$ cat src/rtl/mw_pkg.sv
package mw_pkg;
  localparam int WORD_W = 16;

  typedef enum logic [2:0] {
    CMD_NONE, CMD_READ, CMD_WRITE, CMD_ERASE,
    CMD_ERAL, CMD_WRAL, CMD_EWEN, CMD_EWDS
  } cmd_e;

  typedef enum logic [1:0] {ARR_IDLE, ARR_ONE, ARR_ALL} arr_op_e;

  typedef enum logic [2:0] {ST_IDLE, ST_HDR, ST_DATA, ST_READ, ST_DONE} dec_st_e;
endpackage

$ cat src/rtl/mw_prog_timer.sv
module mw_prog_timer #(
  parameter int PROG_CLKS = 64
) (
  input  logic clk,
  input  logic rst_n,
  input  logic start,
  output logic busy
);
  localparam int CW = $clog2(PROG_CLKS + 1);

  logic [CW-1:0] cnt_q, cnt_d;

  always_comb begin
    cnt_d = cnt_q;
    if (start)               cnt_d = CW'(PROG_CLKS);
    else if (cnt_q != '0)    cnt_d = cnt_q - 1'b1;
  end

  always_ff @(posedge clk or negedge rst_n) begin
    if (!rst_n) cnt_q <= '0;
    else        cnt_q <= cnt_d;
  end

  assign busy = (cnt_q != '0);
endmodule

$ cat src/rtl/mw_word_array.sv
module mw_word_array
  import mw_pkg::*;
#(
  parameter int ADDR_W = 6
) (
  input  logic              clk,
  input  logic              rst_n,
  input  arr_op_e           op,
  input  logic [ADDR_W-1:0] waddr,
  input  logic [WORD_W-1:0] wdata,
  input  logic [ADDR_W-1:0] raddr,
  output logic [WORD_W-1:0] rdata
);
  localparam int DEPTH = 1 << ADDR_W;

  logic [WORD_W-1:0] words [DEPTH];

  for (genvar g = 0; g < DEPTH; g++) begin : g_word
    logic [WORD_W-1:0] word_q;
    logic              word_en;

    assign word_en = (op == ARR_ALL) || ((op == ARR_ONE) && (waddr == ADDR_W'(g)));

    always_ff @(posedge clk or negedge rst_n) begin
      if (!rst_n)       word_q <= '1;
      else if (word_en) word_q <= wdata;
    end

    assign words[g] = word_q;
  end

  assign rdata = words[raddr];
endmodule

$ cat src/rtl/mw_frame_dec.sv
module mw_frame_dec
  import mw_pkg::*;
#(
  parameter int ADDR_W = 6
) (
  input  logic              clk,
  input  logic              rst_n,
  input  logic              cs,
  input  logic              sclk,
  input  logic              si,
  input  logic              busy,
  input  logic [WORD_W-1:0] rd_word,
  output logic [ADDR_W-1:0] rd_addr,
  output logic              rd_bit,
  output logic              idle,
  output logic              frame_start,
  output logic              exec,
  output cmd_e              cmd,
  output logic [ADDR_W-1:0] addr,
  output logic [WORD_W-1:0] data
);
  localparam int HDR_LEN = ADDR_W + 2;
  localparam int CNT_W   = $clog2(WORD_W + HDR_LEN + 1);

  dec_st_e            st_q, st_d;
  logic [CNT_W-1:0]   cnt_q, cnt_d;
  logic [HDR_LEN-1:0] hdr_q, hdr_d, hdr_nx;
  logic [WORD_W-1:0]  dat_q, dat_d, rsh_q, rsh_d;
  logic               rbit_q, rbit_d;
  cmd_e               cmd_q, cmd_d;
  logic               sclk_q, cs_q;
  logic               sclk_rise, cs_fall;
  logic [1:0]         opc, ext;
  cmd_e               dec_cmd;

  assign sclk_rise = sclk & ~sclk_q;
  assign cs_fall   = cs_q & ~cs;
  assign hdr_nx    = {hdr_q[HDR_LEN-2:0], si};
  assign rd_addr   = hdr_nx[ADDR_W-1:0];
  assign opc       = hdr_nx[HDR_LEN-1 -: 2];
  assign ext       = hdr_nx[ADDR_W-1 -: 2];

  always_comb begin
    unique case (opc)
      2'b10:   dec_cmd = CMD_READ;
      2'b01:   dec_cmd = CMD_WRITE;
      2'b11:   dec_cmd = CMD_ERASE;
      default: begin
        unique case (ext)
          2'b11:   dec_cmd = CMD_EWEN;
          2'b10:   dec_cmd = CMD_ERAL;
          2'b01:   dec_cmd = CMD_WRAL;
          default: dec_cmd = CMD_EWDS;
        endcase
      end
    endcase
  end

  always_comb begin
    st_d   = st_q;
    cnt_d  = cnt_q;
    hdr_d  = hdr_q;
    dat_d  = dat_q;
    rsh_d  = rsh_q;
    rbit_d = rbit_q;
    cmd_d  = cmd_q;
    if (!cs) begin
      st_d   = ST_IDLE;
      cnt_d  = '0;
      rbit_d = 1'b0;
    end else if (sclk_rise) begin
      unique case (st_q)
        ST_IDLE: if (si && !busy) begin
          st_d  = ST_HDR;
          cnt_d = '0;
        end
        ST_HDR: begin
          hdr_d = hdr_nx;
          cnt_d = cnt_q + 1'b1;
          if (cnt_q == CNT_W'(HDR_LEN - 1)) begin
            cnt_d = '0;
            cmd_d = dec_cmd;
            if (dec_cmd == CMD_READ) begin
              st_d   = ST_READ;
              rsh_d  = rd_word;
              rbit_d = 1'b0;
            end else if (dec_cmd == CMD_WRITE || dec_cmd == CMD_WRAL) begin
              st_d = ST_DATA;
            end else begin
              st_d = ST_DONE;
            end
          end
        end
        ST_DATA: begin
          dat_d = {dat_q[WORD_W-2:0], si};
          cnt_d = cnt_q + 1'b1;
          if (cnt_q == CNT_W'(WORD_W - 1)) st_d = ST_DONE;
        end
        ST_READ: begin
          if (cnt_q < CNT_W'(WORD_W)) begin
            rbit_d = rsh_q[WORD_W-1];
            rsh_d  = {rsh_q[WORD_W-2:0], 1'b0};
            cnt_d  = cnt_q + 1'b1;
          end else begin
            rbit_d = 1'b0;
          end
        end
        default: ;
      endcase
    end
  end

  always_ff @(posedge clk or negedge rst_n) begin
    if (!rst_n) begin
      st_q   <= ST_IDLE;
      cnt_q  <= '0;
      hdr_q  <= '0;
      dat_q  <= '0;
      rsh_q  <= '0;
      rbit_q <= 1'b0;
      cmd_q  <= CMD_NONE;
      sclk_q <= 1'b0;
      cs_q   <= 1'b0;
    end else begin
      st_q   <= st_d;
      cnt_q  <= cnt_d;
      hdr_q  <= hdr_d;
      dat_q  <= dat_d;
      rsh_q  <= rsh_d;
      rbit_q <= rbit_d;
      cmd_q  <= cmd_d;
      sclk_q <= sclk;
      cs_q   <= cs;
    end
  end

  assign idle        = (st_q == ST_IDLE);
  assign frame_start = cs && sclk_rise && idle && si && !busy;
  assign exec        = cs_fall && (st_q == ST_DONE);
  assign cmd         = cmd_q;
  assign addr        = hdr_q[ADDR_W-1:0];
  assign data        = dat_q;
  assign rd_bit      = rbit_q;
endmodule

$ cat src/rtl/mw_eeprom.sv
module mw_eeprom
  import mw_pkg::*;
#(
  parameter int ADDR_W    = 6,
  parameter int PROG_CLKS = 64
) (
  input  logic clk,
  input  logic rst_n,
  input  logic cs,
  input  logic sclk,
  input  logic si,
  output logic so
);
  logic              busy, rd_bit, dec_idle, frame_start, exec;
  cmd_e              cmd;
  logic [ADDR_W-1:0] addr, rd_addr;
  logic [WORD_W-1:0] data, rd_word, arr_val;
  arr_op_e           arr_op;
  logic              is_prog, accept;
  logic              wen_q, wen_d, show_q, show_d;

  mw_frame_dec #(.ADDR_W(ADDR_W)) u_dec (
    .clk(clk), .rst_n(rst_n), .cs(cs), .sclk(sclk), .si(si), .busy(busy),
    .rd_word(rd_word), .rd_addr(rd_addr), .rd_bit(rd_bit), .idle(dec_idle),
    .frame_start(frame_start), .exec(exec), .cmd(cmd), .addr(addr), .data(data)
  );

  mw_word_array #(.ADDR_W(ADDR_W)) u_arr (
    .clk(clk), .rst_n(rst_n), .op(arr_op), .waddr(addr), .wdata(arr_val),
    .raddr(rd_addr), .rdata(rd_word)
  );

  mw_prog_timer #(.PROG_CLKS(PROG_CLKS)) u_tmr (
    .clk(clk), .rst_n(rst_n), .start(accept), .busy(busy)
  );

  always_comb begin
    is_prog = (cmd == CMD_WRITE) || (cmd == CMD_ERASE) ||
              (cmd == CMD_ERAL)  || (cmd == CMD_WRAL);
    accept  = exec && is_prog && wen_q && !busy;
    arr_op  = ARR_IDLE;
    if (accept)
      arr_op = ((cmd == CMD_WRITE) || (cmd == CMD_ERASE)) ? ARR_ONE : ARR_ALL;
    arr_val = ((cmd == CMD_WRITE) || (cmd == CMD_WRAL)) ? data : '1;
    wen_d = wen_q;
    if (exec && cmd == CMD_EWEN) wen_d = 1'b1;
    if (exec && cmd == CMD_EWDS) wen_d = 1'b0;
    show_d = show_q;
    if (frame_start) show_d = 1'b0;
    if (accept)      show_d = 1'b1;
  end

  always_ff @(posedge clk or negedge rst_n) begin
    if (!rst_n) begin
      wen_q  <= 1'b0;
      show_q <= 1'b0;
    end else begin
      wen_q  <= wen_d;
      show_q <= show_d;
    end
  end

  assign so = cs & ((dec_idle & show_q) ? ~busy : rd_bit);
endmodule

$ cat config.mk
export PLATFORM = sky130hd
export DESIGN_NAME = mw_eeprom
export DESIGN_NICKNAME = d
export VERILOG_FILES = /design/src/rtl/mw_pkg.sv /design/src/rtl/mw_prog_timer.sv /design/src/rtl/mw_word_array.sv /design/src/rtl/mw_frame_dec.sv /design/src/rtl/mw_eeprom.sv
export SDC_FILE = /design/constraint.sdc
export NUM_CORES = 2
export LEC_CHECK = 0
export BUFFER_PORTS_ARGS = -buffer_cell sky130_fd_sc_hd__buf_2
export CAP_MARGIN = 20
export CORE_MARGIN = 4
export CORE_UTILIZATION = 38
export CTS_CLUSTER_SIZE = 30
export DETAILED_ROUTE_END_ITERATION = 10
export PLACE_DENSITY = 0.53
export SYNTH_ARGS = -nofsm -noshare
export SYNTH_HDL_FRONTEND = slang
export SYNTH_SLANG_ARGS = --single-unit
$ cat constraint.sdc
create_clock -name clk -period 2.6 [get_ports clk]
set_input_delay 0.52 -clock clk [delete_from_list [all_inputs] [get_ports clk]]
set_output_delay 0.52 -clock clk [all_outputs]
set_load 0.05 [all_outputs]
Word level (Yosys, flattened, before mapping)

Index checks and enable logic that the tools add are counted.

Register bits: 1086
Bits in latches: 0
Bits in writable memories: 0
ROM bits: 0
Input port bits: 5
Output and inout port bits: 1
Logic and storage cells: 384
Memories: 0

Add/subtract/negate cells: 2
$mul: 0
Div/mod/pow operators: 0
Magnitude comparators: 2
Equal/unequal tests: 98
Shift operators: 0
Mux-type cells: 39
Bitwise operators: 8
Reduce and logical (&&, ||, !) cells: 159

Operators by type and width:

| kind               | count |
|---|---|
| $eq 6x6->1 const B | 32 |
| $bmux 16 s6        | 1 |
| $eq 6x5->1 const B | 16 |
| $mux 16            | 6 |
| $logic_and 1x1->1  | 75 |
| $logic_or 1x1->1   | 69 |
| $eq 6x4->1 const B | 8 |
| $pmux 16 s2        | 1 |
| $mux 5             | 5 |
| $eq 6x3->1 const B | 4 |
| $mux 3             | 7 |
| $pmux 5 s4         | 1 |
| $eq 3x3->1 const B | 6 |
| $pmux 3 s3         | 2 |
| $eq 3x2->1 const B | 5 |
| $ne 3x2->1 const B | 5 |
| $mux 7             | 2 |
| $eq 6x2->1 const B | 2 |
| $reduce_and 4->1   | 3 |
| $eq 2x2->1 const B | 5 |
| $mux 1             | 10 |
| $ne 2x1->1 const B | 4 |
| $reduce_bool 2->1  | 4 |
| $ge 7x7->1 const B | 1 |
| 24 further kinds   | 34 |

Depth between registers and ports, before layout

Word-level depth: 11
Mapped depth: 10
Gate-level depth less buffers: 8

Cells and area by module

From an unflattened synthesis, not the netlist that was laid out.

Cells, all modules: 3336
Area, all modules: 51222.9 µm²

By module, submodules not included:

| module        | times used | cells each | area an instance (µm²) | sequential area each (µm²) |
|---|---|---|---|---|
| mw_word_array | 1          | 3047       | 47774.6                | 26905.8 |
| mw_frame_dec  | 1          | 214        | 2682.6                 | 1326.3 |
| mw_prog_timer | 1          | 39         | 389.1                  | 175.2 |
| mw_eeprom     | 1          | 36         | 376.6                  | 50.0 |

Least setup slack after synthesis

Ideal clock, no wire load.

Kind: input-to-reg
Start point: input port cs
End point: register u_arr.g_word[30].word_q[10]
Arrival: 2439 ps
Path slack: 78 ps
Stages on the path: 9
Buffers on the path: 4
Cell sequence: buf_6 -> nor4b_4 -> and4_1 -> buf_6 -> nand4_4 -> buf_6 -> o21ai_4 -> buf_12 -> mux2_4

Longest elaborated chain between the ends: 10
Elaborated cells between the ends (all ways): 11
Classes of those cells: 2 x eq/ne; 1 x mux; 2 x bitwise; 6 x reduce/logical

RTL lines:

| item                             | line                | source |
|---|---|---|
| start, declared                  | mw_eeprom.sv:9      | `input logic cs,` |
| $not 1->1 *                      | mw_frame_dec.sv:37  | `assign cs_fall = cs_q & ~cs;` |
| $and 1x1->1 *                    | mw_frame_dec.sv:37  |  |
| $logic_and 1x1->1 *              | mw_frame_dec.sv:139 | `assign exec = cs_fall && (st_q == ST_DONE);` |
| $logic_and 1x1->1 * (3 in a row) | mw_eeprom.sv:40     | `accept = exec && is_prog && wen_q && !busy;` |
| $mux 2 *                         | mw_eeprom.sv:42     | `if (accept)` |
| $eq 2x1->1                       | mw_word_array.sv:22 | `assign word_en = (op == ARR_ALL) \|\| ((op == ARR_ONE) && (waddr == ADDR_W'(g)));` |
| $logic_and 1x1->1                | mw_word_array.sv:22 |  |
| $logic_or 1x1->1 *               | mw_word_array.sv:22 |  |
| end signal, assigned             | mw_word_array.sv:26 | `else if (word_en) word_q <= wdata;` |
| end, declared                    | mw_word_array.sv:19 | `logic [WORD_W-1:0] word_q;` |

Every way passes the cells marked *; elsewhere a longest branch is shown, timed or not.
A chain may end at the register's enable or synchronous reset.

Final worst setup path

Start point: register u_tmr.cnt_q[2]
End point: output port so

Longest elaborated chain between the ends: 4

RTL lines:

| item                   | line                | source |
|---|---|---|
| start, declared        | mw_prog_timer.sv:11 | `logic [CW-1:0] cnt_q, cnt_d;` |
| start signal, assigned | mw_prog_timer.sv:21 | `else cnt_q <= cnt_d;` |
| $reduce_bool 7->1      | mw_prog_timer.sv:24 | `assign busy = (cnt_q != '0);` |
| $not 1->1              | mw_eeprom.sv:63     | `assign so = cs & ((dec_idle & show_q) ? ~busy : rd_bit);` |
| $mux 1                 | mw_eeprom.sv:63     |  |
| $and 1x1->1            | mw_eeprom.sv:63     |  |
| end, declared          | mw_eeprom.sv:12     | `output logic so` |

Every way passes these cells.

==> impl_results.md <==
- Tcrit/Tclk final: 107%
- Syn avg cell area: around 16 sq um
- # H-tree levels: 3
- Combinational fraction of design power: 1.9%
- P_int: 28.4 mW
- Synthesized cell area: 0.0531 sq mm
- Num CTS Buffers: 119
- Area Overhead vs Synth: 18.7%
- Status: finished, violations left
- Starting density of the core: approximately two fifths
- Sw frac: 21.4%
- Max Buffers Root-to-Sink: 3
- Die footprint: 0.146 sq mm
- Router iterations before antenna repair: 5
- RSZ-0062 raised after global routing: true
- DP HPWL: 94200 um
- First-pass GRT wire length: 220000 um
- DR WL/cell: 27.9 um
- Share of cells above drive strength 1: between 80% and 90%
- Slowest cell on crit path: dfrtp_2
- Maximum vdd drop: 487 uV
- Pin count of the biggest net entering global routing: 114
- Worst-skew pair later-pin latency: 750 ps
- Top Ports: 6
- CTS sink cnt: 1086
- P_leak: 24.7 nW
- Final Core Density: 45.6%
- Tightest Hold Check Type: in -> reg
- Max cap viols: 0
- I/O Buffers: 5
- Clk root buf: clkbuf_16
- Placed insts: 5107
- Core area: 0.138 sq mm
- Starting DRT DRC Count: approximately 1900
- Post-synth EDFFs: 0
- Critical path required time: 2080 ps
- Clock Skew: 30.0 ps
- Crit path cell chain: nor4_4 > nand3_2 > o31a_1 > nor2_4 > buf_8
- Sequential share of power: 47.0%
- Top cell type's share of synthesized area: 50.7%
- Routability cong.: 0.820
- Worst setup SP type: flip-flop
- Fin. Hold Viols: 0
- WP data arrival: 2270 ps
- Setup ws final: -194 ps
- Distinct cell type count after synthesis: 63
- Via-per-instance ratio: 5.50
- Number of global-route vias before repair: 32000
- Syn_nets: around 3300
- Crit end category: output pin
- Async set-reset flop share out of synthesis: 100%
- Antenna violations before repair: 6
- Warnings from Yosys: 0
- Actual slew at the worst max-slew pin: around 950 ps
- Fmax: 0.358 GHz
- Placed inst area: 0.0573 sq mm
- Fin area: 0.0630 sq mm
- Final wirelength: 150000 um
- CTS tree: done
- Setup-failing EPs final: 40
- Die Y: 382 um
- Syn Inst Count: 3242
- Pins Over Slew Limit: 0
- Site row count: 136
- Sw Pwr: 7.76 mW
- Detail Route Antenna Nets: 0
- DR vias: 29600
- Clock share of power: between 50% and 60%
- Ys flop type: dfstp_2
- Overflow after GRT: 0
- Drc violations: 0
- Nets@finish: ~3400
- Pwr Density: 574 mW/mm^2
- Synth area leaders: dfstp_2 (51%), mux2_2 (18%), mux4_2 (10%)
- Chip width: 382 um
- Synthesis-stage register bit count: 1086
- Total GRT Usage: 19.9%
- Final cell count without fillers: 5373
- Post-synth top area cell: dfstp_2
- Critical Path Max Stage Delay: 420 ps
- WHS: 146 ps
- Clock transition at path regs: ~60 ps
- Crit-path max FO: 2
- Failing checks: setup timing
- Slew Limit Headroom: 36.3%
- FILL cells: 11900
- Tmin final: 2790 ps
- Register area share after synthesis: a little over half
- Crit path kind: reg -> out
- Total power: 36.2 mW
==> cells in the mapped netlist (3+ instances only) <==
| library cell | n |
|---|---|
| dfstp_2 | 1024 |
| mux2_2 | 854 |
| mux4_2 | 236 |
| mux2_4 | 210 |
| clkbuf_1 | 136 |
| dfrtp_1 | 62 |
| mux2_1 | 58 |
| mux2i_1 | 57 |
| buf_2 | 56 |
| buf_6 | 50 |
| o21ai_0 | 41 |
| o21ai_4 | 40 |
| nand2_1 | 39 |
| a221oi_1 | 27 |
| nor2_1 | 25 |
| o21ai_2 | 24 |
| buf_1 | 22 |
| nor2b_1 | 22 |
| buf_12 | 21 |
| o221ai_1 | 21 |
| or2_2 | 20 |
| nand4_1 | 19 |
| o211ai_1 | 15 |
| nand3_1 | 14 |
| buf_4 | 12 |
| o22ai_1 | 11 |
| a21boi_0 | 10 |
| inv_1 | 10 |
| a21oi_1 | 9 |
| nand2b_1 | 9 |
| o22a_1 | 9 |
| and2_1 | 8 |
| nor3_1 | 8 |
| a22oi_1 | 6 |
| ha_1 | 6 |
| o2111ai_1 | 5 |
| nand4_4 | 4 |
| and3_1 | 3 |
| clkinv_1 | 3 |
| nor4_1 | 3 |
| o21a_1 | 3 |
| xor2_1 | 3 |
==> cell families (layout without fill, tap and decap cells) <==
| kind of cell | Yosys count | in the layout | share of synthesized area [%] |
|---|---|---|---|
| AOI/OAI and AO/OA | 230 | 230 | 3.91 |
| other | 0 | 4 | 0 |
| DFF | 1086 | 1086 | 53.6 |
| buffers and inverters | 311 | 575 | 3.79 |
| and+or+nand+nor | 189 | 189 | 2.11 |
| xor gates and xnor gates | 5 | 5 | 0.0825 |
| muxes | 1415 | 1415 | 36.4 |
| adders and majority gates | 6 | 6 | 0.141 |
==> metal layers <==
| layer | track usage [%] | share of wire, % | up-vias |
|---|---|---|---|
| met5 | 0 | 0 | - |
| met4 | 4.85 | 2.1 | 0 |
| met3 | 2.98 | 3.6 | 180 |
| met2 | 32.6 | 48 | 524 |
| met1 | 27.9 | 46 | 16400 |
| li1 | - | - | 12400 |
==> per-stage QoR <==
step	setup TNS (ps)	setup slack (ps)
after CTS	-725	-294
final	-1510	-194
after global placement	-15070	-431
after global routing	-5640	-297
after detailed placement	-11190	-351
after floorplan	0	78.4
==> state kept, by name (all words and copies together), names as in the netlist, 3 cells and up <==
signal,flops
u_arr.g_word.word_q,1024
u_dec.data,16
u_dec.rsh_q,16
u_dec.hdr_q,7
u_tmr.cnt_q,7
u_dec.cnt_q,5
u_dec.cmd,3
u_dec.st_q,3
==> path summary, 6_finish.rpt <==
path                           startpoint  slack, ps                           to  depth (start not counted)
setup / recovery           u_tmr.cnt_q[2]       -190                           so                          5
max in group asynchronous           rst_n       1210    u_arr.g_word[0].word_q[5]                          4
min in group asynchronous           rst_n        600  u_arr.g_word[44].word_q[11]                          2
setup reg to reg           u_tmr.cnt_q[2]        -70   u_arr.g_word[54].word_q[5]                         10
hold reg to reg            u_dec.data[15]        490               u_dec.data[15]                          1
hold / removal                         cs        150                   u_dec.cs_q                          2
==> critical path, delay by kind of cell, from the launching register on <==
family                 cells  cell delay, ps
AO/OA/AOI/OAI              1             280
buffers and inverters      1             170
flip-flops                 1             420
AND/OR/NAND/NOR            3             650
==> power groups by stage <==
stage / Sequential, mW / Combinational [mW] / Clock (mW)
after global routing: 17.0 / 0.794 / 19.7
after floorplan: 17.2 / 0.189 / 0
after detailed placement: 17.2 / 0.728 / 0
after CTS: 17.0 / 0.735 / 19.0
final: 17.0 / 0.703 / 18.5
after global placement: 17.2 / 0.701 / 0
==> layout make-up <==
type / count / area [sq um] / area share, %
antenna: 4 / 10.0 / 0.0159
clock buffer: 179 / 3670 / 5.82
clock inverter: 47 / 692 / 1.10
inverter: 13 / 48.8 / 0.0774
multi-input combinational: 1845 / 23300 / 37.0
sequential: 1086 / 28500 / 45.2
tap: 1863 / 2330 / 3.70
timing repair buffer: 336 / 4490 / 7.12
==> layout by cell type, fill, tap and decap left out, drive strengths merged, types with 5 or more instances in the layout <==
cell type,count
and2,8
buf,317
or2,20
dfstp,1024
clkbuf,196
o211ai,15
nor2,25
nor4,5
mux4,236
mux2,1122
dfrtp,62
ha,6
nor2b,22
nand3,14
nand4,23
bufinv,15
o2111ai,5
nor3,8
nand2,39
a22oi,6
clkinv,30
nand2b,9
a21oi,9
o22a,9
o21ai,105
a221oi,27
a21boi,10
inv,14
o221ai,21
mux2i,57
o22ai,11
==> repair_timing <==
| action | in CTS | in global routing |
|---|---|---|
| gates cloned | 0 | 17 |
| setup endpoints to repair | 5 | 627 |
| pin swaps | 4 | 16 |
| setup buffers | 6 | 12 |
| resized for setup | 14 | 168 |
| hold endpoints to repair | 7 | 0 |
| hold buffers | 2 | 0 |
Note: power is estimated with default switching activity, not from simulation.
